--- src/rtl/fpdec_pkg.sv ---
package fpdec_pkg;
    localparam int IDX_W  = 5;
    localparam int OP_W   = 6;
    localparam int CTL_W  = 32;
    localparam int NIB_W  = 4;
    localparam int PR_BIT = 19;
    localparam int SZ_BIT = 20;
    localparam int BK_BIT = 21;
    localparam logic [CTL_W-1:0] CTL_MASK = 32'h003F_FFFF;

    typedef enum logic [OP_W-1:0] {
        OP_FADD    = 6'd0,  OP_FSUB   = 6'd1,  OP_FMUL   = 6'd2,  OP_FDIV  = 6'd3,
        OP_CMPEQ   = 6'd4,  OP_CMPGT  = 6'd5,  OP_LD_IDX = 6'd6,  OP_ST_IDX = 6'd7,
        OP_LD_IND  = 6'd8,  OP_LD_INC = 6'd9,  OP_ST_IND = 6'd10, OP_ST_DEC = 6'd11,
        OP_COPY    = 6'd12, OP_MAC    = 6'd14,
        OP_TO_UL   = 6'd16, OP_FROM_UL = 6'd17, OP_ITOF  = 6'd18, OP_TRUNC = 6'd19,
        OP_NEG     = 6'd20, OP_ABS    = 6'd21, OP_SQRT   = 6'd22, OP_RSQRT = 6'd23,
        OP_ZERO    = 6'd24, OP_ONE    = 6'd25, OP_S2D    = 6'd26, OP_D2S   = 6'd27,
        OP_DOT     = 6'd30, OP_TOGGLE = 6'd32, OP_XFORM  = 6'd33, OP_SINCOS = 6'd34,
        OP_GR_CTL  = 6'd36, OP_GR_UL  = 6'd37, OP_CTL_GR = 6'd38, OP_UL_GR = 6'd39,
        OP_INVALID = 6'd63
    } op_e;

    typedef struct packed {
        op_e              op;
        logic [IDX_W-1:0] src;
        logic [IDX_W-1:0] dst;
        logic             map_src;
        logic             map_dst;
        logic             pair;
        logic             t_wr;
        logic             unimpl;
        logic             invalid;
        logic             tgl_en;
        logic [IDX_W-1:0] tgl_pos;
    } dec_t;
endpackage

--- src/rtl/fpdec_bankmap.sv ---
module fpdec_bankmap
    import fpdec_pkg::*;
(
    input  logic [IDX_W-1:0] idx,
    input  logic             apply,
    input  logic             bank,
    output logic [IDX_W-1:0] phys
);
    localparam int HALF = 1 << (IDX_W - 1);

    // Bank select swaps the two halves of the register file
    always_comb begin
        phys = idx;
        if (apply && bank) begin
            phys = idx ^ IDX_W'(HALF);
        end
    end
endmodule

--- src/rtl/fpdec_fgroup.sv ---
module fpdec_fgroup
    import fpdec_pkg::*;
(
    input  logic [11:0] body,
    input  logic        size,
    input  logic        prec,
    output dec_t        dec
);
    logic [NIB_W-1:0] n_f, m_f, fn_f;

    // Odd register in a paired move names the opposite bank's pair
    function automatic logic [IDX_W-1:0] pair_ext(input logic [NIB_W-1:0] r, input logic sz);
        logic [IDX_W-1:0] w;
        w = {1'b0, r};
        if (sz && r[0]) begin
            w = w + IDX_W'(15);
        end
        return w;
    endfunction

    always_comb begin
        n_f  = body[11:8];
        m_f  = body[7:4];
        fn_f = body[3:0];
        dec  = '0;
        dec.op = OP_INVALID;
        dec.invalid = 1'b1;
        case (fn_f)
            4'h0, 4'h1, 4'h2, 4'h3, 4'h4, 4'h5: begin
                dec.invalid = 1'b0;
                dec.op      = op_e'({2'b00, fn_f});
                dec.src     = {1'b0, m_f};
                dec.dst     = {1'b0, n_f};
                dec.map_src = 1'b1;
                dec.map_dst = 1'b1;
                dec.pair    = prec;
                dec.t_wr    = (fn_f == 4'h4) || (fn_f == 4'h5);
            end
            4'hE: begin
                dec.invalid = 1'b0;
                dec.op      = OP_MAC;
                dec.src     = {1'b0, m_f};
                dec.dst     = {1'b0, n_f};
                dec.map_src = 1'b1;
                dec.map_dst = 1'b1;
            end
            4'h6, 4'h8, 4'h9: begin
                dec.invalid = 1'b0;
                dec.op      = op_e'({2'b00, fn_f});
                dec.src     = {1'b0, m_f};
                dec.dst     = pair_ext(n_f, size);
                dec.map_dst = 1'b1;
                dec.pair    = size;
            end
            4'h7, 4'hA, 4'hB: begin
                dec.invalid = 1'b0;
                dec.op      = op_e'({2'b00, fn_f});
                dec.src     = pair_ext(m_f, size);
                dec.dst     = {1'b0, n_f};
                dec.map_src = 1'b1;
                dec.pair    = size;
            end
            4'hC: begin
                dec.invalid = 1'b0;
                dec.op      = OP_COPY;
                dec.src     = pair_ext(m_f, size);
                dec.dst     = pair_ext(n_f, size);
                dec.map_src = 1'b1;
                dec.map_dst = 1'b1;
                dec.pair    = size;
            end
            4'hD: begin
                if (m_f != 4'hC && m_f != 4'hD) begin
                    dec.invalid = 1'b0;
                    dec.src     = {1'b0, n_f};
                    dec.dst     = {1'b0, n_f};
                    dec.map_src = 1'b1;
                    dec.map_dst = 1'b1;
                    if (m_f == 4'hF) begin
                        if (n_f[1:0] == 2'b11) begin
                            dec.op     = OP_TOGGLE;
                            dec.tgl_en = (n_f[3:2] != 2'b11);
                            case (n_f[3:2])
                                2'b00:   dec.tgl_pos = IDX_W'(SZ_BIT);
                                2'b01:   dec.tgl_pos = IDX_W'(PR_BIT);
                                default: dec.tgl_pos = IDX_W'(BK_BIT);
                            endcase
                        end else if (n_f[1:0] == 2'b01) begin
                            dec.op     = OP_XFORM;
                            dec.unimpl = 1'b1;
                        end else begin
                            dec.op     = OP_SINCOS;
                            dec.unimpl = 1'b1;
                        end
                    end else begin
                        dec.op     = op_e'(6'd16 + {2'b00, m_f});
                        dec.pair   = ((m_f == 4'h2) || (m_f == 4'h3)) ? prec
                                   : ((m_f == 4'hA) || (m_f == 4'hB));
                        dec.unimpl = (m_f == 4'h6) || (m_f == 4'h7) || (m_f == 4'hE);
                    end
                end
            end
            default: begin
            end
        endcase
    end
endmodule

--- src/rtl/fpdec_sysgroup.sv ---
module fpdec_sysgroup
    import fpdec_pkg::*;
(
    input  logic [15:0] opcode,
    output dec_t        dec
);
    logic [15:0] masked;

    always_comb begin
        masked = opcode & 16'hF0FF;
        dec    = '0;
        dec.op = OP_INVALID;
        dec.invalid = 1'b1;
        if (masked == 16'h006A || masked == 16'h005A ||
            masked == 16'h406A || masked == 16'h405A) begin
            dec.invalid = 1'b0;
            dec.src     = {1'b0, opcode[11:8]};
            dec.dst     = {1'b0, opcode[11:8]};
            // bit 14 picks direction, bit 4 picks FPUL over control
            dec.op      = op_e'(6'd36 + {4'b0000, opcode[14], opcode[4]});
        end
    end
endmodule

--- src/rtl/fpdec_top.sv ---
module fpdec_top
    import fpdec_pkg::*;
#(
    parameter logic [31:0] CTL_RESET = 32'h0004_0001
) (
    input  logic        clk,
    input  logic        rst_n,
    input  logic        op_valid,
    input  logic [15:0] opcode,
    input  logic        ctl_we,
    input  logic [31:0] ctl_wdata,
    output logic        out_valid,
    output logic [5:0]  op_code,
    output logic [4:0]  src_idx,
    output logic [4:0]  dst_idx,
    output logic        pair,
    output logic        t_write,
    output logic        unimpl,
    output logic        invalid,
    output logic [31:0] ctl_q
);
    localparam int NOPS = 2;

    typedef struct packed {
        logic [CTL_W-1:0] ctl;
        logic             vld;
        op_e              op;
        logic [IDX_W-1:0] src;
        logic [IDX_W-1:0] dst;
        logic             pair;
        logic             t_wr;
        logic             unimpl;
        logic             invalid;
    } state_t;

    state_t st_d, st_q;
    dec_t   f_dec, s_dec, sel_dec;

    logic [IDX_W-1:0] log_idx  [NOPS];
    logic             map_en   [NOPS];
    logic [IDX_W-1:0] phys_idx [NOPS];

    fpdec_fgroup u_fgroup (
        .body (opcode[11:0]),
        .size (st_q.ctl[SZ_BIT]),
        .prec (st_q.ctl[PR_BIT]),
        .dec  (f_dec)
    );

    fpdec_sysgroup u_sysgroup (
        .opcode (opcode),
        .dec    (s_dec)
    );

    always_comb begin
        sel_dec    = (opcode[15:12] == 4'hF) ? f_dec : s_dec;
        log_idx[0] = sel_dec.src;
        log_idx[1] = sel_dec.dst;
        map_en[0]  = sel_dec.map_src;
        map_en[1]  = sel_dec.map_dst;
    end

    for (genvar g = 0; g < NOPS; g++) begin : g_map
        fpdec_bankmap u_map (
            .idx   (log_idx[g]),
            .apply (map_en[g]),
            .bank  (st_q.ctl[BK_BIT]),
            .phys  (phys_idx[g])
        );
    end

    always_comb begin
        st_d     = st_q;
        st_d.vld = op_valid;
        if (op_valid) begin
            st_d.op      = sel_dec.op;
            st_d.src     = phys_idx[0];
            st_d.dst     = phys_idx[1];
            st_d.pair    = sel_dec.pair;
            st_d.t_wr    = sel_dec.t_wr;
            st_d.unimpl  = sel_dec.unimpl;
            st_d.invalid = sel_dec.invalid;
        end
        if (ctl_we) begin
            st_d.ctl = ctl_wdata & CTL_MASK;
        end else if (op_valid && sel_dec.tgl_en) begin
            st_d.ctl = st_q.ctl ^ (CTL_W'(1) << sel_dec.tgl_pos);
        end
    end

    always_ff @(posedge clk or negedge rst_n) begin
        if (!rst_n) begin
            st_q     <= '0;
            st_q.ctl <= CTL_RESET & CTL_MASK;
        end else begin
            st_q <= st_d;
        end
    end

    assign out_valid = st_q.vld;
    assign op_code   = st_q.op;
    assign src_idx   = st_q.src;
    assign dst_idx   = st_q.dst;
    assign pair      = st_q.pair;
    assign t_write   = st_q.t_wr;
    assign unimpl    = st_q.unimpl;
    assign invalid   = st_q.invalid;
    assign ctl_q     = st_q.ctl;
endmodule

--- config.mk ---
export PLATFORM = sky130hd
export DESIGN_NAME = fpdec_top
export DESIGN_NICKNAME = d
export VERILOG_FILES = /design/src/rtl/fpdec_pkg.sv /design/src/rtl/fpdec_bankmap.sv /design/src/rtl/fpdec_fgroup.sv /design/src/rtl/fpdec_sysgroup.sv /design/src/rtl/fpdec_top.sv
export SDC_FILE = /design/constraint.sdc
export NUM_CORES = 1
export LEC_CHECK = 0
export ABC_AREA = 1
export BUFFER_PORTS_ARGS = -buffer_cell sky130_fd_sc_hd__clkbuf_2
export CAP_MARGIN = 20
export CORE_MARGIN = 5
export CORE_UTILIZATION = 53
export CTS_CLUSTER_SIZE = 30
export DETAILED_ROUTE_END_ITERATION = 16
export PLACE_DENSITY = 0.9
export REMOVE_ABC_BUFFERS = 1
export SYNTH_ARGS = -nofsm -noshare
export SYNTH_HDL_FRONTEND = slang
export SYNTH_SLANG_ARGS = --single-unit
--- constraint.sdc ---
create_clock -name clk -period 3.5 [get_ports clk]
set_input_delay 0.175 -clock clk [delete_from_list [all_inputs] [get_ports clk]]
set_output_delay 0.175 -clock clk [all_outputs]
set_load 0.01 [all_outputs]
### Yosys cells after proc, flatten, opt, wreduce, memory -nomap -nowiden

Cells that the tools add are included.

| operators by class | value |
|---|---|
| shifts and indexed selects | 1 |
| $add $sub $neg | 4 |
| multiplexer cells | 29 |
| reductions and logical operators | 24 |
| bitwise logic cells | 3 |
| equality and inequality tests | 33 |

Operator list:

| kind | number |
|---|---|
| one-hot mux 16 bit (6 select lines) | 1 |
| two-way mux 32 bit | 2 |
| == test 4 bit (second input constant) | 12 |
| left shift 1 x 5 -> 32 bit (first input constant) | 1 |
| XOR 32 bit | 1 |
| two-way mux 6 bit | 5 |
| two-way mux 28 bit | 1 |
| == test 12 x 11 -> 1 bit (second input constant) | 2 |
| == test 12 x 7 -> 1 bit (second input constant) | 2 |
| == test 4 x 3 -> 1 bit (second input constant) | 6 |
| OR reduction 11 bit | 2 |
| two-way mux 5 bit | 4 |
| two-way mux 19 bit | 1 |
| == test 4 x 2 -> 1 bit (second input constant) | 4 |
| two-way mux 16 bit | 1 |
| OR reduction 14 bit | 1 |
| adder 4 x 4 -> 5 bit (second input constant) | 2 |
| logical OR 1 bit | 8 |
| two-way mux 8 bit | 1 |
| != test 4 bit (second input constant) | 2 |
| two-way mux 1 bit | 7 |
| OR reduction 7 bit | 1 |
| adder 5 x 4 -> 6 bit (first input constant) | 1 |
| adder 6 x 2 -> 6 bit (first input constant) | 1 |
| other kinds (15) | 25 |

| storage, ports and cells | value |
|---|---|
| input port bits | 52 |
| logic and storage cells | 103 |
| flip-flop bits (word level) | 53 |

### Logic depth before layout (Yosys ltp)

| logic depth | value |
|---|---|
| depth after elaboration | 11 |
| depth in mapped cells | 12 |
| mapped depth without buffers | 12 |

### By module

Synthesis repeated with hierarchy kept, for this count alone.

| unflattened totals | value |
|---|---|
| cells, all modules | 715 |
| area total of the unflattened synthesis | 4649.5 sq um |

Modules (own cells, without submodules):

| module | seq. area each (sq um) | area an instance (sq um) | instances | cells each |
|---|---|---|---|---|
| fpdec_top | 1328.8 | 3311.9 | 1 | 470 |
| fpdec_fgroup | 0.0 | 925.9 | 1 | 177 |
| fpdec_sysgroup | 0.0 | 311.5 | 1 | 50 |
| fpdec_bankmap | 0.0 | 50.0 | 2 | 9 |

### Worst setup path before layout

OpenSTA, ideal clock, no wires.

| timing | value |
|---|---|
| kind | input to register |
| start | input opcode[4] |
| end | register st_q, in the netlist op_code[1] |
| setup slack | 2.236 ns |
| cell stages on the path | 8 |
| arrival time | 1.146 ns |
| cell sequence | inv_1 -> ha_1 -> o21ai_0 -> nor2_1 -> nand3_1 -> or2_2 -> nand3_1 -> nand2_1 |

| on the way | value |
|---|---|
| cells in the longest elaborated chain, start to end | 6 |
| elaborated cells on any way between the ends | 18 |
| classes of those cells | add/sub (2); eq/ne (7); mux (5); reduce/logical (4) |

RTL lines:

| item | line | source |
|---|---|---|
| from (decl) | fpdec_top.sv:9 | `input logic [15:0] opcode,` |
| parallel branches: the longest is 5 deep, another holds adder 5 x 4 -> 6 bit | -- |  |
| two-way mux 28 bit (*) | fpdec_top.sv:56 | `sel_dec = (opcode[15:12] == 4'hF) ? f_dec : s_dec;` |
| to (signal assigned) | fpdec_top.sv:96 | `st_q <= st_d;` |
| to (decl) | fpdec_top.sv:36 | `state_t st_d, st_q;` |

Every way passes the cells marked *.
A chain may end at the register's enable or synchronous reset.

### Worst setup path in the final report

Ends and elaborated chain as after synthesis.

==> results.py <==
metrics = {
    "synth": {
        "ys_warn_count": 0,
        "synth-simple-area-share": 0.354,
        "synth_edf_count": 0,
        "synth_cell_types": 37,
        "syn_avg_cell_area_um2": 7.06,
        "ys_ff_latch": 45,
        "muxShareOfSynthArea": 0,
        "ys_seq_area_frac": 0.413,
        "synth_area_um2": 2730,
        "synthCells": 387,
        "synth_top_family_by_area": "simple AND/OR/NAND/NOR gates",
        "synthFlopType": "dfrtp_1",
        "synth_fa_ha_area_frac": 0.0321,
        "synth-xor-area-share": 0.00321,
        "synth-compound-area-share": 0.0897,
        "synthArstFlopShare": 1.00,
    },
    "routing": {
        "post_drt_wl_per_cell_um": 13.1,
        "dr.pass1.iters": 5,
        "vias_per_cell": 5.05,
        "drc": 0,
        "drt_iter0_drc": 173,
        "drt-total-wl_um": 7080,
        "route.vias.total": 2722,
        "detail-route-antenna-nets": 0,
    },
    "worst_setup_path": {
        "end_kind": "flip-flop",
        "critPathLaunch": "opcode[4]",
        "worst_ep_required_time_ns": 3.70,
        "cp_max_fo": 5,
        "arrival_ns": 1.80,
        "reg2regPathDepth": 7,
        "cp-start-kind": "primary input",
        "crit_type": "in2reg",
        "r2r_start": "ctl_q[20]$_DFFE_PN0P_",
    },
    "cts": {
        "cts_buffers": 5,
        "cts.reportedPaths.clkPinSlew_ns": 0.10,
        "ctsResizeCount": 0,
        "cts_hold_buf": 0,
        "clock_path_buffers": 2,
        "cts_sinks": 45,
        "cts_tree": "yes",
        "clk_latency_ns": 0.30,
        "cts-root-buf": "clkbuf_8",
        "cts_setup_buffers": 0,
        "h-tree-depth": 2,
    },
    "floorplan": {
        "die_area_um2": 6690,
        "die_w_um": 81.8,
        "pin_count": 105,
        "rows": 26,
        "core_area_um2": 5040,
        "dieHeight_um": 81.8,
        "initial_core_util": 0.542,
    },
    "placed_design": {
        "dp_cells": 529,
        "port_buffers": 86,
        "place_congestion": 0.976,
        "dp_hpwl_um": 5540,
    },
    "layout": {
        "fill_cells": 468,
        "antenna_cells": 0,
        "num-nets-final": 527,
        "layout.cells.non_filler": 539,
        "drive_gt1_frac": 0.239,
        "multi_input_area_um2": 1340,
        "seq_area_um2": 1130,
        "area_growth_pct": 20.6,
        "fin_util": 0.654,
    },
    "sta": {
        "setup_viol": 0,
        "worst_slew_pin_slew_ns": 0.759,
        "timing.fmax_mhz": 625,
        "fin_worst_skew_ns": 0.00902,
        "hold_viol": 0,
        "fin_crit_sh": 0.457,
        "finalMaxSlewViolations": 0,
        "relSlewSlack": 0.492,
        "tns_ns": 0,
        "fin_crit_ns": 1.60,
        "rsz0062_at_grt": "false",
    },
    "grt": {
        "met2_usage": 0.340,
        "grt_pass1_wl_um": 11100,
        "grt_pass1_vias": 2449,
        "antenna_found_initial": 0,
        "grt_max_degree": 46,
        "grt_overflow": 0,
        "gr-usage-met3": 0.0406,
        "grt_busiest_layer": "met2",
        "grt_usage": 0.212,
        "use_met1": 0.292,
    },
    "job": {
        "maxCapViolCount": 0,
    },
    "min_path": {
        "hp-start": "ctl_wdata[0]",
        "hold_path_depth": 3,
        "hp-class": "in2reg",
    },
    "power_and_ir_drop": {
        "ir_worst_vdd_mv": 0.288,
        "power.static_leakage_nw": 1.89,
        "power-per-cell-area_nw_per_um2": 371,
    },
    "status": {
        "run_status": "finished clean",
    },
}
[critical path, cell delays in order]
cell and delay [ns]:
clkbuf_2 0.14, inv_1 0.13, ha_1 0.25, inv_1 0.08
nand2_1 0.07, nand2_1 0.22, o21ai_0 0.12, o21ai_0 0.28
nand3_1 0.14, nand3_1 0.13, nand2_1 0.06
[synth_stat cells, types with 2 or more instances]
library cell | number | area, um2
nand2_1 | 147 | 552
nand3_1 | 24 | 120
dfstp_2 | 2 | 52.6
nor3_1 | 2 | 10.0
o21ai_0 | 24 | 120
o211ai_1 | 4 | 30.0
a21oi_1 | 9 | 45.0
buf_4 | 11 | 82.6
nand2_2 | 3 | 18.8
nand4_1 | 6 | 37.5
inv_1 | 38 | 143
or2_2 | 2 | 12.5
ha_1 | 7 | 87.6
dfrtp_1 | 43 | 1080
o2111ai_1 | 2 | 17.5
nand3_2 | 2 | 20.0
nor2_1 | 35 | 131
nor2_4 | 2 | 22.5
clkbuf_1 | 6 | 22.5
[sequential cells by signal, summed over array words and instances (netlist names)]
name       flops
pair           1
unimpl         1
ctl_q         24
out_valid      1
invalid        1
dst_idx        5
op_code        6
src_idx        5
t_write        1
[where the power goes]
group,switching (mW),leakage (nW),internal [mW],total [mW]
Sequential,0.0248,0.551,0.556,0.581
Combinational,0.152,1.28,0.0865,0.239
Clock,0.188,0.0554,0.215,0.403
Total,0.365,1.89,0.857,1.22
[path summary, 6_finish.rpt]
kind,end,slack (ns)
worst max-delay path,op_code[1]$_DFFE_PN0P_,1.90
worst min-delay path,ctl_q[0]$_DFFE_PN1P_,0.04
worst max register to register,src_idx[2]$_DFFE_PN0P_,2.03
worst min register to register,ctl_q[0]$_DFFE_PN1P_,0.47
max in group asynchronous,ctl_q[18]$_DFFE_PN1P_,2.55
min in group asynchronous,ctl_q[16]$_DFFE_PN0P_,0.37
[metal layers]
metal	vias up	wire length, um
li1	1362	-
met1	1220	2970
met2	123	3340
met3	17	598
met4	0	165
met5	-	0
[cell usage in the layout, fill, tap and decap left out, types with 2 or more instances in the layout]
cell type and n:
nand2_1 147, clkbuf_2 86, dfrtp_1 43, inv_1 38, nor2_1 35, nand3_1 24
o21ai_0 24, a21oi_1 9, conb_1 8, ha_1 7, nand4_1 6, clkbuf_8 5
o211ai_1 4, nand2_2 3, nand3_2 2, o2111ai_1 2, nor3_1 2, or2_2 2
nor2_4 2, dfstp_2 2
[area by class of cell]
class	instances	share of cell area
well taps	70	0.0266
multi-input cells	286	0.406
clock inverters	2	0.0118
inverters	42	0.0490
clock buffers	6	0.0220
repair buffers	88	0.142
flip-flops and latches	45	0.342
[stage by stage]
| stage | worst slack (ns) | hold slack, ns | instance area [um2] | power (mW) |
|---|---|---|---|---|
| floorplan | 2.15 | -0.121 | 2630 | 0.710 |
| global placement | 1.69 | 0.360 | 3150 | 0.817 |
| detailed placement | 1.69 | 0.367 | 3150 | 0.824 |
| CTS | 1.98 | 0.0424 | 3260 | 1.22 |
| global route | 1.72 | 0.0544 | 3300 | 1.29 |
| finish | 1.90 | 0.0406 | 3300 | 1.22 |
[logic make-up (layout without fill, tap and decap cells)]
logic type / count (synthesis) / count (layout)
AOI/OAI and AO/OA: 43 / 43
xor gates and xnor gates: 1 / 1
adders and majority gates: 7 / 7
buffers and inverters: 63 / 138
DFF: 45 / 45
other: 1 / 8
and+or+nand+nor: 227 / 227
No activity file was read; power rests on OpenSTA's default activity.
